$ cat config.mk
export PLATFORM = sky130hd
export DESIGN_NAME = dpll_state_ctrl
export DESIGN_NICKNAME = d
export VERILOG_FILES = /design/src/rtl/dpll_ctrl_pkg.sv /design/src/rtl/dpll_ref_datapath.sv /design/src/rtl/dpll_state_fsm.sv /design/src/rtl/dpll_state_ctrl.sv
export SDC_FILE = /design/constraint.sdc
export NUM_CORES = 1
export LEC_CHECK = 0
export ABC_AREA = 1
export CAP_MARGIN = 20
export CORE_MARGIN = 3
export CORE_UTILIZATION = 50
export CTS_CLUSTER_DIAMETER = 150
export DETAILED_ROUTE_END_ITERATION = 8
export PLACE_DENSITY_LB_ADDON = 0.2
export RECOVER_POWER = 25
export SLEW_MARGIN = 5
export SYNTH_ARGS = -nofsm -noshare
export SYNTH_HDL_FRONTEND = slang
export SYNTH_HIERARCHICAL = 1
export SYNTH_SLANG_ARGS = --single-unit
export TNS_END_PERCENT = 30
$ cat constraint.sdc
create_clock -name clk -period 3.8 [get_ports clk]
set_input_delay 0.38 -clock clk [delete_from_list [all_inputs] [get_ports clk]]
set_output_delay 0.38 -clock clk [all_outputs]
set_load 0.005 [all_outputs]
$ cat src/rtl/dpll_ctrl_pkg.sv
package dpll_ctrl_pkg;

  typedef enum logic [2:0] {
    ST_PRELOCK  = 3'd0,
    ST_PRELOCK2 = 3'd1,
    ST_LOCKED   = 3'd2,
    ST_LOSSLOCK = 3'd3,
    ST_HOLDOVER = 3'd4
  } dpllState_e;

  // Strobes from the state machine to the reference datapath
  typedef struct packed {
    logic clrTimers;   // state entry: restart qualify, timeout and grace timers
    logic loadAlt;     // select lowest usable reference other than current
    logic loadBest;    // select lowest usable reference overall
    logic invalidate;  // exclude current reference and strobe it
  } ctrlStrb_t;

endpackage

$ cat src/rtl/dpll_ref_datapath.sv
module dpll_ref_datapath
  import dpll_ctrl_pkg::*;
#(
  parameter int NUM_REFS   = 4,
  parameter int TMR_W      = 8,
  parameter int QUAL_SECS  = 2,
  parameter int GRACE_SECS = 2,
  localparam int IDX_W     = (NUM_REFS > 1) ? $clog2(NUM_REFS) : 1
) (
  input  logic                clk,
  input  logic                rst,
  input  logic                secTick,
  input  logic                phaseLocked,
  input  logic [NUM_REFS-1:0] refValid,
  input  logic [NUM_REFS-1:0] refActAlarm,
  input  logic [NUM_REFS-1:0] refHardAlarm,
  input  logic [TMR_W-1:0]    lockTimeout,
  input  ctrlStrb_t           strb,
  output logic [IDX_W-1:0]    selRef,
  output logic [NUM_REFS-1:0] invalidateStb,
  output logic                selInvalid,
  output logic                selUsable,
  output logic                selAlarm,
  output logic                altAvail,
  output logic                betterAvail,
  output logic                anyAvail,
  output logic                qualDone,
  output logic                tmoDone,
  output logic                graceDone
);

  localparam int QC_W = $clog2(QUAL_SECS + 1);
  localparam int GC_W = $clog2(GRACE_SECS + 1);

  logic [NUM_REFS-1:0] exclQ, effValid, selMask, altMask;
  logic [IDX_W-1:0]    selQ, altIdx, bestIdx;
  logic [QC_W-1:0]     qualCnt;
  logic [GC_W-1:0]     graceCnt;
  logic [TMR_W-1:0]    tmoCnt;

  function automatic logic [IDX_W-1:0] lowIdx(input logic [NUM_REFS-1:0] v);
    lowIdx = '0;
    for (int i = NUM_REFS - 1; i >= 0; i--) begin
      if (v[i]) lowIdx = IDX_W'(i);
    end
  endfunction

  assign selMask     = NUM_REFS'(1) << selQ;
  assign effValid    = refValid & ~exclQ;
  assign altMask     = effValid & ~selMask;
  assign altIdx      = lowIdx(altMask);
  assign bestIdx     = lowIdx(effValid);
  assign altAvail    = |altMask;
  assign anyAvail    = |effValid;
  assign betterAvail = |(effValid & (selMask - NUM_REFS'(1)));
  assign selAlarm    = |((refActAlarm | refHardAlarm) & selMask);
  assign selUsable   = |(effValid & selMask);
  assign selInvalid  = !selUsable || selAlarm;
  assign selRef      = selQ;
  assign invalidateStb = strb.invalidate ? selMask : '0;

  assign qualDone  = secTick && phaseLocked && (qualCnt >= QC_W'(QUAL_SECS - 1));
  assign graceDone = secTick && selInvalid && (graceCnt >= GC_W'(GRACE_SECS - 1));
  assign tmoDone   = secTick && (({1'b0, tmoCnt} + (TMR_W+1)'(1)) >= {1'b0, lockTimeout});

  // Reference selection and exclusion mask
  always_ff @(posedge clk) begin
    if (rst) begin
      selQ  <= '0;
      exclQ <= '0;
    end else begin
      exclQ <= (exclQ & refValid) | (strb.invalidate ? selMask : '0);
      if (strb.loadAlt)       selQ <= altIdx;
      else if (strb.loadBest) selQ <= bestIdx;
    end
  end

  // Seconds timers
  always_ff @(posedge clk) begin
    if (rst || strb.clrTimers) begin
      qualCnt  <= '0;
      graceCnt <= '0;
      tmoCnt   <= '0;
    end else begin
      if (!phaseLocked)                    qualCnt <= '0;
      else if (secTick && qualCnt != '1)   qualCnt <= qualCnt + 1'b1;
      if (!selInvalid)                     graceCnt <= '0;
      else if (secTick && graceCnt != '1)  graceCnt <= graceCnt + 1'b1;
      if (secTick && tmoCnt != '1)         tmoCnt <= tmoCnt + 1'b1;
    end
  end

  AST_STB_ONEHOT: assert property (@(posedge clk) disable iff (rst)
    $onehot0(invalidateStb));

  AST_EXCL_HOLDS: assert property (@(posedge clk) disable iff (rst)
    ($past(invalidateStb) != '0 && ($past(invalidateStb) & refValid & $past(refValid)) != '0)
      |-> (effValid & $past(invalidateStb)) == '0);

endmodule

$ cat src/rtl/dpll_state_fsm.sv
module dpll_state_fsm
  import dpll_ctrl_pkg::*;
(
  input  logic       clk,
  input  logic       rst,
  input  logic       phaseLocked,
  input  logic       revertEn,
  input  logic       lockPinEn,
  input  logic       selInvalid,
  input  logic       selUsable,
  input  logic       selAlarm,
  input  logic       altAvail,
  input  logic       betterAvail,
  input  logic       anyAvail,
  input  logic       qualDone,
  input  logic       tmoDone,
  input  logic       graceDone,
  output dpllState_e stateQ,
  output ctrlStrb_t  strb,
  output logic       phaseLockAlarm,
  output logic       lockPin
);

  dpllState_e stateNxt;

  always_comb begin
    stateNxt       = stateQ;
    strb           = '0;
    phaseLockAlarm = 1'b0;
    unique case (stateQ)
      ST_PRELOCK, ST_PRELOCK2, ST_LOCKED: begin
        if (selInvalid) begin
          strb.invalidate = selAlarm && selUsable;
          if (altAvail) begin
            stateNxt     = ST_PRELOCK2;
            strb.loadAlt = 1'b1;
          end else if (graceDone) begin
            stateNxt = ST_HOLDOVER;
          end
        end else if (stateQ == ST_PRELOCK2 && revertEn && betterAvail) begin
          stateNxt      = ST_PRELOCK2;
          strb.loadBest = 1'b1;
        end else if (stateQ == ST_LOCKED) begin
          if (!phaseLocked) stateNxt = ST_LOSSLOCK;
        end else if (qualDone) begin
          stateNxt = ST_LOCKED;
        end else if (stateQ == ST_PRELOCK2 && tmoDone) begin
          phaseLockAlarm  = 1'b1;
          strb.invalidate = 1'b1;
          if (altAvail) begin
            stateNxt     = ST_PRELOCK2;
            strb.loadAlt = 1'b1;
          end
        end
      end
      ST_LOSSLOCK: begin
        if (selInvalid) begin
          strb.invalidate = selAlarm && selUsable;
          if (graceDone) begin
            if (altAvail) begin
              stateNxt     = ST_PRELOCK2;
              strb.loadAlt = 1'b1;
            end else begin
              stateNxt = ST_HOLDOVER;
            end
          end
        end else if (qualDone) begin
          stateNxt = ST_LOCKED;
        end else if (tmoDone) begin
          phaseLockAlarm  = 1'b1;
          strb.invalidate = 1'b1;
          if (altAvail) begin
            stateNxt     = ST_PRELOCK2;
            strb.loadAlt = 1'b1;
          end
        end
      end
      ST_HOLDOVER: begin
        if (anyAvail) begin
          stateNxt      = ST_PRELOCK2;
          strb.loadBest = 1'b1;
        end
      end
      default: stateNxt = ST_PRELOCK;
    endcase
    strb.clrTimers = (stateNxt != stateQ) || strb.loadAlt || strb.loadBest;
  end

  always_ff @(posedge clk) begin
    if (rst) stateQ <= ST_PRELOCK;
    else     stateQ <= stateNxt;
  end

  assign lockPin = lockPinEn && (stateQ == ST_LOCKED);

  AST_LOCK_NEEDS_QUAL: assert property (@(posedge clk) disable iff (rst)
    (stateQ == ST_LOCKED && $past(stateQ) != ST_LOCKED) |-> ($past(phaseLocked) && $past(qualDone)));

  AST_LOL_IMMEDIATE: assert property (@(posedge clk) disable iff (rst)
    (stateQ == ST_LOCKED && !phaseLocked && !selInvalid) |=> stateQ == ST_LOSSLOCK);

  AST_ALARM_INVALIDATES: assert property (@(posedge clk) disable iff (rst)
    phaseLockAlarm |-> (strb.invalidate && tmoDone));

  AST_HOLD_NO_ALT: assert property (@(posedge clk) disable iff (rst)
    (stateQ == ST_HOLDOVER && $past(stateQ) != ST_HOLDOVER) |-> !$past(altAvail));

  AST_ALARM_SWITCH: assert property (@(posedge clk) disable iff (rst)
    (stateQ == ST_LOCKED && selAlarm && selUsable && altAvail) |=> stateQ == ST_PRELOCK2);

endmodule

$ cat src/rtl/dpll_state_ctrl.sv
module dpll_state_ctrl
  import dpll_ctrl_pkg::*;
#(
  parameter int NUM_REFS   = 4,
  parameter int TMR_W      = 8,
  parameter int QUAL_SECS  = 2,
  parameter int GRACE_SECS = 2,
  localparam int IDX_W     = (NUM_REFS > 1) ? $clog2(NUM_REFS) : 1
) (
  input  logic                clk,
  input  logic                rst,
  input  logic                secTick,
  input  logic                phaseLocked,
  input  logic [NUM_REFS-1:0] refValid,
  input  logic [NUM_REFS-1:0] refActAlarm,
  input  logic [NUM_REFS-1:0] refHardAlarm,
  input  logic [TMR_W-1:0]    lockTimeout,
  input  logic                revertEn,
  input  logic                lockPinEn,
  output logic [2:0]          state,
  output logic [IDX_W-1:0]    selRef,
  output logic [NUM_REFS-1:0] invalidateStb,
  output logic                phaseLockAlarm,
  output logic                lockPin
);

  ctrlStrb_t  strb;
  dpllState_e stateQ;
  logic selInvalid, selUsable, selAlarm, altAvail, betterAvail, anyAvail;
  logic qualDone, tmoDone, graceDone;

  dpll_ref_datapath #(
    .NUM_REFS(NUM_REFS), .TMR_W(TMR_W),
    .QUAL_SECS(QUAL_SECS), .GRACE_SECS(GRACE_SECS)
  ) u_dp (
    .clk(clk), .rst(rst), .secTick(secTick), .phaseLocked(phaseLocked),
    .refValid(refValid), .refActAlarm(refActAlarm), .refHardAlarm(refHardAlarm),
    .lockTimeout(lockTimeout), .strb(strb), .selRef(selRef),
    .invalidateStb(invalidateStb), .selInvalid(selInvalid), .selUsable(selUsable),
    .selAlarm(selAlarm), .altAvail(altAvail), .betterAvail(betterAvail),
    .anyAvail(anyAvail), .qualDone(qualDone), .tmoDone(tmoDone), .graceDone(graceDone)
  );

  dpll_state_fsm u_fsm (
    .clk(clk), .rst(rst), .phaseLocked(phaseLocked), .revertEn(revertEn),
    .lockPinEn(lockPinEn), .selInvalid(selInvalid), .selUsable(selUsable),
    .selAlarm(selAlarm), .altAvail(altAvail), .betterAvail(betterAvail),
    .anyAvail(anyAvail), .qualDone(qualDone), .tmoDone(tmoDone),
    .graceDone(graceDone), .stateQ(stateQ), .strb(strb),
    .phaseLockAlarm(phaseLockAlarm), .lockPin(lockPin)
  );

  assign state = stateQ;

  AST_LOCKPIN_LOCKED_ONLY: assert property (@(posedge clk) disable iff (rst)
    lockPin |-> (state == 3'd2));

endmodule

Word level (Yosys, flattened, before mapping)
Cells that the tools add are included.
Widths: inputs -> output; s select.
{"block": "word_totals", "register_bits": 21, "inputBits": 26, "out_inout_bits": 11, "word_cells": 117}
{"block": "op_classes", "add_sub_neg": 5, "order_cmp": 3, "n_eq_ne": 8, "shifts": 1, "n_mux": 54, "bitwise": 12, "n_reduce_logical": 28}
{"op": "$mux 3", "count": 15}
{"op": "$and 4x4->4", "count": 6}
{"op": "$mux 1", "count": 23}
{"op": "$mux 2", "count": 10}
{"op": "$reduce_or 4->1", "count": 5}
{"op": "$logic_and 1x1->1", "count": 13}
{"op": "$add 8x1->9 const B", "count": 1}
{"op": "$ge 9x8->1", "count": 1}
{"op": "$pmux 3 s3", "count": 1}
{"op": "$add 8x1->8 const B", "count": 1}
{"op": "$ne 8x8->1 const B", "count": 1}
{"op": "$not 4->4", "count": 2}
{"op": "$or 4x4->4", "count": 2}
{"op": "$pmux 1 s2", "count": 4}
{"op": "$eq 3x2->1 const B", "count": 2}
{"op": "$add 2x1->2 const B", "count": 2}
{"op": "$ge 2x1->1 const B", "count": 2}
{"op": "$logic_or 1x1->1", "count": 4}
{"op": "$mux 4", "count": 1}
{"op": "$ne 2x2->1 const B", "count": 2}
{"op": "$reduce_or 2->1", "count": 2}
{"op": "$shl 1x2->4 const A", "count": 1}
{"op": "$sub 4x1->4 const B", "count": 1}
{"op": "$eq 3x1->1 const B", "count": 1}
{"op": "other kinds (7)", "count": 8}

Depth between registers and ports, before layout
Gate-level depths: netlist of the first run.
{"block": "depth", "word_depth": 17, "depth_mapped": 24, "ltp_nobuf": 24}

By module
Netlist of the first run, hierarchy kept.
{"mod": "dpll_ref_datapath", "n_inst": 1, "cells_each": 203, "area_each_um2": 1338.8, "seq_area_each_um2": 360.3}
{"mod": "dpll_state_fsm", "n_inst": 1, "cells_each": 88, "area_each_um2": 445.4, "seq_area_each_um2": 60.1}

Worst setup path before layout of the first run
Ideal clock, no wire load.
{"block": "synth_path", "kind": "register to register", "startpoint": "reg u_dp.tmoCnt[0]", "endpoint": "reg u_dp.qualCnt[1]", "setup_time_ns": 0.086, "t_arrival_ns": 2.818, "t_required_ns": 3.714, "slack_ns": 0.896, "path_stages_with_launch": 25, "path_buffers": 0, "period_less_slack_ns": 2.904, "path_cell_list": "dfxtp_1 ha_1 nand3_2 xor2_1 ha_1 nand2_1 inv_1 nand3_1 nand3_1 nand2_1 nand2_1 nand2_1 a21oi_1 nand2_1 nor2_1 nor2_1 nor2_1 nor2_2 nand2_1 nand2_1 nand2_1 nand3_1 nor2_1 nand2_1 a211oi_1"}
{"item": "start, declared", "line_no": "dpll_ref_datapath.sv:39", "text": "logic [TMR_W-1:0] tmoCnt;"}
{"item": "start signal, assigned", "line_no": "dpll_ref_datapath.sv:89", "text": "if (secTick && tmoCnt != '1) tmoCnt <= tmoCnt + 1'b1;"}
{"item": "end signal, assigned", "line_no": "dpll_ref_datapath.sv:86", "text": "else if (secTick && qualCnt != '1) qualCnt <= qualCnt + 1'b1;"}
{"item": "end, declared", "line_no": "dpll_ref_datapath.sv:37", "text": "logic [QC_W-1:0] qualCnt;"}

Worst setup path after layout of the first run
{"block": "layout_path", "startpoint": "reg u_dp.tmoCnt[0]", "endpoint": "out phaseLockAlarm"}
{"block": "layout_between", "elab_chain_cells": 10, "elab_cells_between_ends": 13, "cone_classes": "1 x add/sub; 1 x order compare; 9 x mux; 2 x reduce/logical"}
{"item": "$add 8x1->9 *", "line_no": "dpll_ref_datapath.sv:64", "text": "assign tmoDone = secTick && (({1'b0, tmoCnt} + (TMR_W+1)'(1)) >= {1'b0, lockTimeout});"}
{"item": "$ge 9x8->1 *", "line_no": "dpll_ref_datapath.sv:64"}
{"item": "$logic_and 1x1->1 *", "line_no": "dpll_ref_datapath.sv:64"}
{"item": "net tmoDone", "line_no": "dpll_state_ctrl.sv:30", "text": "logic qualDone, tmoDone, graceDone;"}
{"item": "$logic_and 1x1->1", "line_no": "dpll_state_fsm.sv:47", "text": "end else if (stateQ == ST_PRELOCK2 && tmoDone) begin"}
{"item": "$mux 1", "line_no": "dpll_state_fsm.sv:47"}
{"item": "$mux 1", "line_no": "dpll_state_fsm.sv:45", "text": "end else if (qualDone) begin"}
{"item": "$mux 1", "line_no": "dpll_state_fsm.sv:43", "text": "end else if (stateQ == ST_LOCKED) begin"}
{"item": "$mux 1", "line_no": "dpll_state_fsm.sv:40", "text": "end else if (stateQ == ST_PRELOCK2 && revertEn && betterAvail) begin"}
{"item": "$mux 1", "line_no": "dpll_state_fsm.sv:32", "text": "if (selInvalid) begin"}
{"item": "$pmux 1 s2 *", "line_no": "dpll_state_fsm.sv:30", "text": "unique case (stateQ)"}
{"item": "end, declared", "line_no": "dpll_state_ctrl.sv:23", "text": "output logic phaseLockAlarm,"}
The timed path passes the listed nets; every way through them passes the cells marked *.

==> results of run 1 <==
## power groups by stage
| stage | combinational [mW] | sequential, mW | clock (mW) |
|---|---|---|---|
| after CTS | 0.450 | 0.284 | 0.119 |
| final | 0.459 | 0.285 | 0.111 |
| after floorplan | 0.317 | 0.276 | 0 |
| after detailed placement | 0.443 | 0.287 | 0 |
| after global placement | 0.441 | 0.288 | 0 |
| after global routing | 0.521 | 0.289 | 0.124 |
## worst max-delay path, delay by kind of cell, from the launching register on
family                     cells  cell delay (ns)
AOI/OAI and AO/OA              2             0.35
adders and majority gates      2             0.50
xor gates and xnor gates       1             0.18
and+or+nand+nor               10             0.74
buffers and inverters          2             0.58
DFF                            1             0.37
## timing repair
action                     4_1_cts  5_1_grt
pin swaps                        0        1
gates resized for setup          3       14
gates cloned                     0        0
setup endpoints to repair        4        4
setup buffers                    0        0
## cells by family (layout without fill, tap and decap cells)
logic type                 after synthesis  count (layout)  share of synthesized area (%)
AOI/OAI and AO/OA                       47              47                           14.7
xor gates and xnor gates                 7               7                           3.44
adders and majority gates               13              13                           9.12
buffers and inverters                   63             101                           14.0
DFF                                     21              21                           23.6
muxes                                    1               1                          0.631
and+or+nand+nor                        139             139                           34.6
## routing by layer
metal  track usage [%]  part of all wire, %  vias to the layer above
met2              38.2                   52                       30
met5                 0                    0                        -
met1              22.6                   45                      875
met3              3.59                  3.2                        4
li1                  -                    -                      993
met4              3.89                 0.56                        0
## per-stage QoR
step,instance area [sq um],std cells
after floorplan,1780,291
after global placement,2190,371
after detailed placement,2190,371
after CTS,2220,375
after global routing,2250,375
final,2250,375
## flip-flops by register name, indices dropped and copies added, names as in the netlist
register and count:
u_dp/tmoCnt 8, u_dp/exclQ 4, u_fsm/stateQ 3, u_dp/graceCnt 2, u_dp/qualCnt 2, u_dp/selRef 2
## cells in the final DEF (no fill, tap or decap), drive strengths merged
| master | Yosys | layout |
|---|---|---|
| dlygate4sd3 | 0 | 6 |
| a211oi | 1 | 1 |
| inv | 59 | 59 |
| nor3 | 2 | 2 |
| dlymetal6s2s | 0 | 4 |
| nand3 | 22 | 22 |
| nor2 | 43 | 43 |
| or2 | 1 | 1 |
| nand2 | 66 | 66 |
| nand4 | 4 | 4 |
| o211ai | 1 | 1 |
| a21oi | 22 | 22 |
| o21ai | 17 | 17 |
| clkbuf | 0 | 4 |
| mux2 | 1 | 1 |
| a31oi | 6 | 6 |
| and3 | 1 | 1 |
| ha | 13 | 13 |
| xor2 | 7 | 7 |
| clkdlybuf4s50 | 0 | 26 |
| clkinv | 1 | 1 |
| dfxtp | 21 | 21 |
| buf | 3 | 1 |
## worst max-delay path by stage
stage,start,to,slack [ns]
after floorplan,u_dp/tmoCnt[0],u_dp/qualCnt[1],0.90
after global placement,lockTimeout[4],invalidateStb[0],0.35
after detailed placement,u_dp/tmoCnt[0],invalidateStb[0],0.26
after CTS,u_dp/tmoCnt[1],invalidateStb[3],0.05
after global routing,u_dp/tmoCnt[0],phaseLockAlarm,0.07
final,u_dp/tmoCnt[0],phaseLockAlarm,0.38
## cell type report
cell class / count / area share, %
Sequential cell: 21 / 18.8
Timing Repair Buffer: 37 / 16.8
Tap cell: 46 / 2.56
Inverter: 60 / 10.0
Clock buffer: 4 / 1.17
Multi-Input combinational cell: 207 / 50.7
## Yosys cell counts
cell type / instances
a21oi_1: 19
nor2_1: 37
nor3_2: 1
nor3_1: 1
inv_1: 54
dfxtp_1: 21
nor2_4: 1
and3_1: 1
o211ai_1: 1
nand2_2: 4
nand2_1: 62
nand3_1: 19
o21ai_0: 10
a211oi_1: 1
ha_1: 13
o21ai_2: 1
nand4_1: 4
nor2_2: 5
o21ai_1: 6
inv_2: 5
mux2_1: 1
a31oi_1: 6
nand3_2: 3
buf_4: 1
xor2_1: 7
buf_6: 1
or2_1: 1
clkinv_1: 1
a21oi_2: 3
buf_2: 1
==> flow_summary_export.csv, run 1 <==
group,metric,value,unit
routing,ant_nets,0,
timing,fin_hold_ws,0.475,ns
pwr,p_per_area,379,nW/um^2
timing,min_period,3.42,ns
floorplan,core,3390,sq um
global_routing,overflow,0,
yosys,synth_cell_types,30,
yosys,ys_seq_elements,21,
yosys,netlist_area,1780,sq um
place,hpwlAfterDp,3.29,mm
setup_path,crit_slowest_cell,"clkdlybuf4s50_1",
pwr,power_frac_comb,53.7,%
setup_path,worst-path-max-fanout,4,
timing,fin_skew,0.0146,ns
clocking,cts_htree_levels,1,
finish,multi_input_area,1140,sq um
clocking,hold_buffers,0,
routing,vias_per_cell,5.07,
yosys,yosys.area.top_type_share,23.6,%
setup_path,path_class,"flop to output pin",
floorplan,die_w,65.7,microns
floorplan,die_height,65.7,microns
yosys,synth.avg_cell_area,6.13,sq um
setup_path,arrival,3.04,ns
routing,dr.pass1.iters,4,
pwr,intPower,473,uW
global_routing,grt_pass1_vias,1715,
global_routing,antenna_found_initial,0,
global_routing,grt_max_degree,12,
pwr,ir_worst_vdd,0.211,mV
timing,slew-limit-headroom,75.0,%
floorplan,initial_core_util,52.6,%
finish,area.growth.synth_to_final,26.2,%
clocking,clock_latency,0.31,ns
pwr,switchingPower,381,uW
floorplan,dieArea,4320,sq um
timing,setup-violations-final,0,
routing,drc,0,
timing,maxSlewViolCount,0,
timing,period_share,89.9,%
outcome,status,"finished, final reports clean",
finish,num-nets-final,369,
flow_run,drv_cap,0,
setup_path,r2r_setup_slack,0.60,ns
finish,antennaDiodeCount,0,
clocking,cts_root_buffer,"clkbuf_4",
min_path,hold_start,"u_dp/exclQ[1]",
timing,fin_setup_tns,0,ns
clocking,cts.sink_count,21,
min_path,hold_path_class,"flop to flop",
pwr,seq_power_share,33.3,%
clocking,cts_buffers,3,
clocking,cts_buffer_depth,2,
setup_path,cp.required,3.42,ns
yosys,netlist_instances,291,
pwr,finalPower,854,uW
timing,worst_slack,0.384,ns
floorplan,io_pins,37,
yosys,synth_warnings,6,
setup_path,startpoint_type,"flop",
routing,routed-via-count,1902,
floorplan,rows,21,
timing,final_hold_viol_count,0,
min_path,hold_end,"u_dp/exclQ[1]",
yosys,yosys.area.top_type,"dfxtp_1",
yosys,synth.area.top_cells,"dfxtp_1 (24%), nand2_1 (13%), inv_1 (11%)",
yosys,synth_nets,330,
finish,seqCellArea,423,sq um
routing,drt_wl_total,4.09,mm
yosys,yosysSeqAreaShare,23.6,%
setup_path,worstPathCellList,"ha_2 > nand3_2 > xor2_1 > ha_1 > nand2_1 > inv_1 > nand3_1 > nand3_1 > nand2_1 > nand2_1 > nand2_1 > a21oi_2 > nand2_1 > nor2_1 > nand2_2 > a21oi_1 > clkdlybuf4s50_1",
clocking,path_clk_slew,0.13,ns
routing,wire_per_inst,10.9,microns
clocking,cts_tree,"built",
global_routing,grt_pass1_wl,6.88,mm
global_routing,track_usage,19.9,%
pwr,swShare,44.6,%
pwr,clock_power_share,13.0,%
setup_path,r2r_cells,21,
pwr,leakagePower,1.14,nW
timing,rsz0062_at_grt,"no",
timing,fmax,0.293,GHz
place,routabilityCongestion,0.946,
setup_path,r2r-end,"u_dp/qualCnt[1]",
setup_path,max_stage_delay,0.52,ns
finish,drive_gt1_share,11.6,%
min_path,hold_depth,2,
place,portBuffers,36,
routing,drt_iter0_drc,107,
finish,num-fill-cells,304,
setup_path,crit_path_end_kind,"output pin",
finish,postLayoutCoreUtil,66.4,%
timing,worstMarginPinSlew,0.374,ns
setup_path,cp_common_cell,"nand2_1",
setup_path,reg2reg_from,"u_dp/tmoCnt[0]",
place,post-place-ws,0.261,ns
Power figures use the tool's default switching activity.
==> inputs of run 2 (changes only) <==
CAP_MARGIN = not set   (was 20)
==> results of run 2 <==
No change in the layout: final DEF, timing and power equal those of run 1.
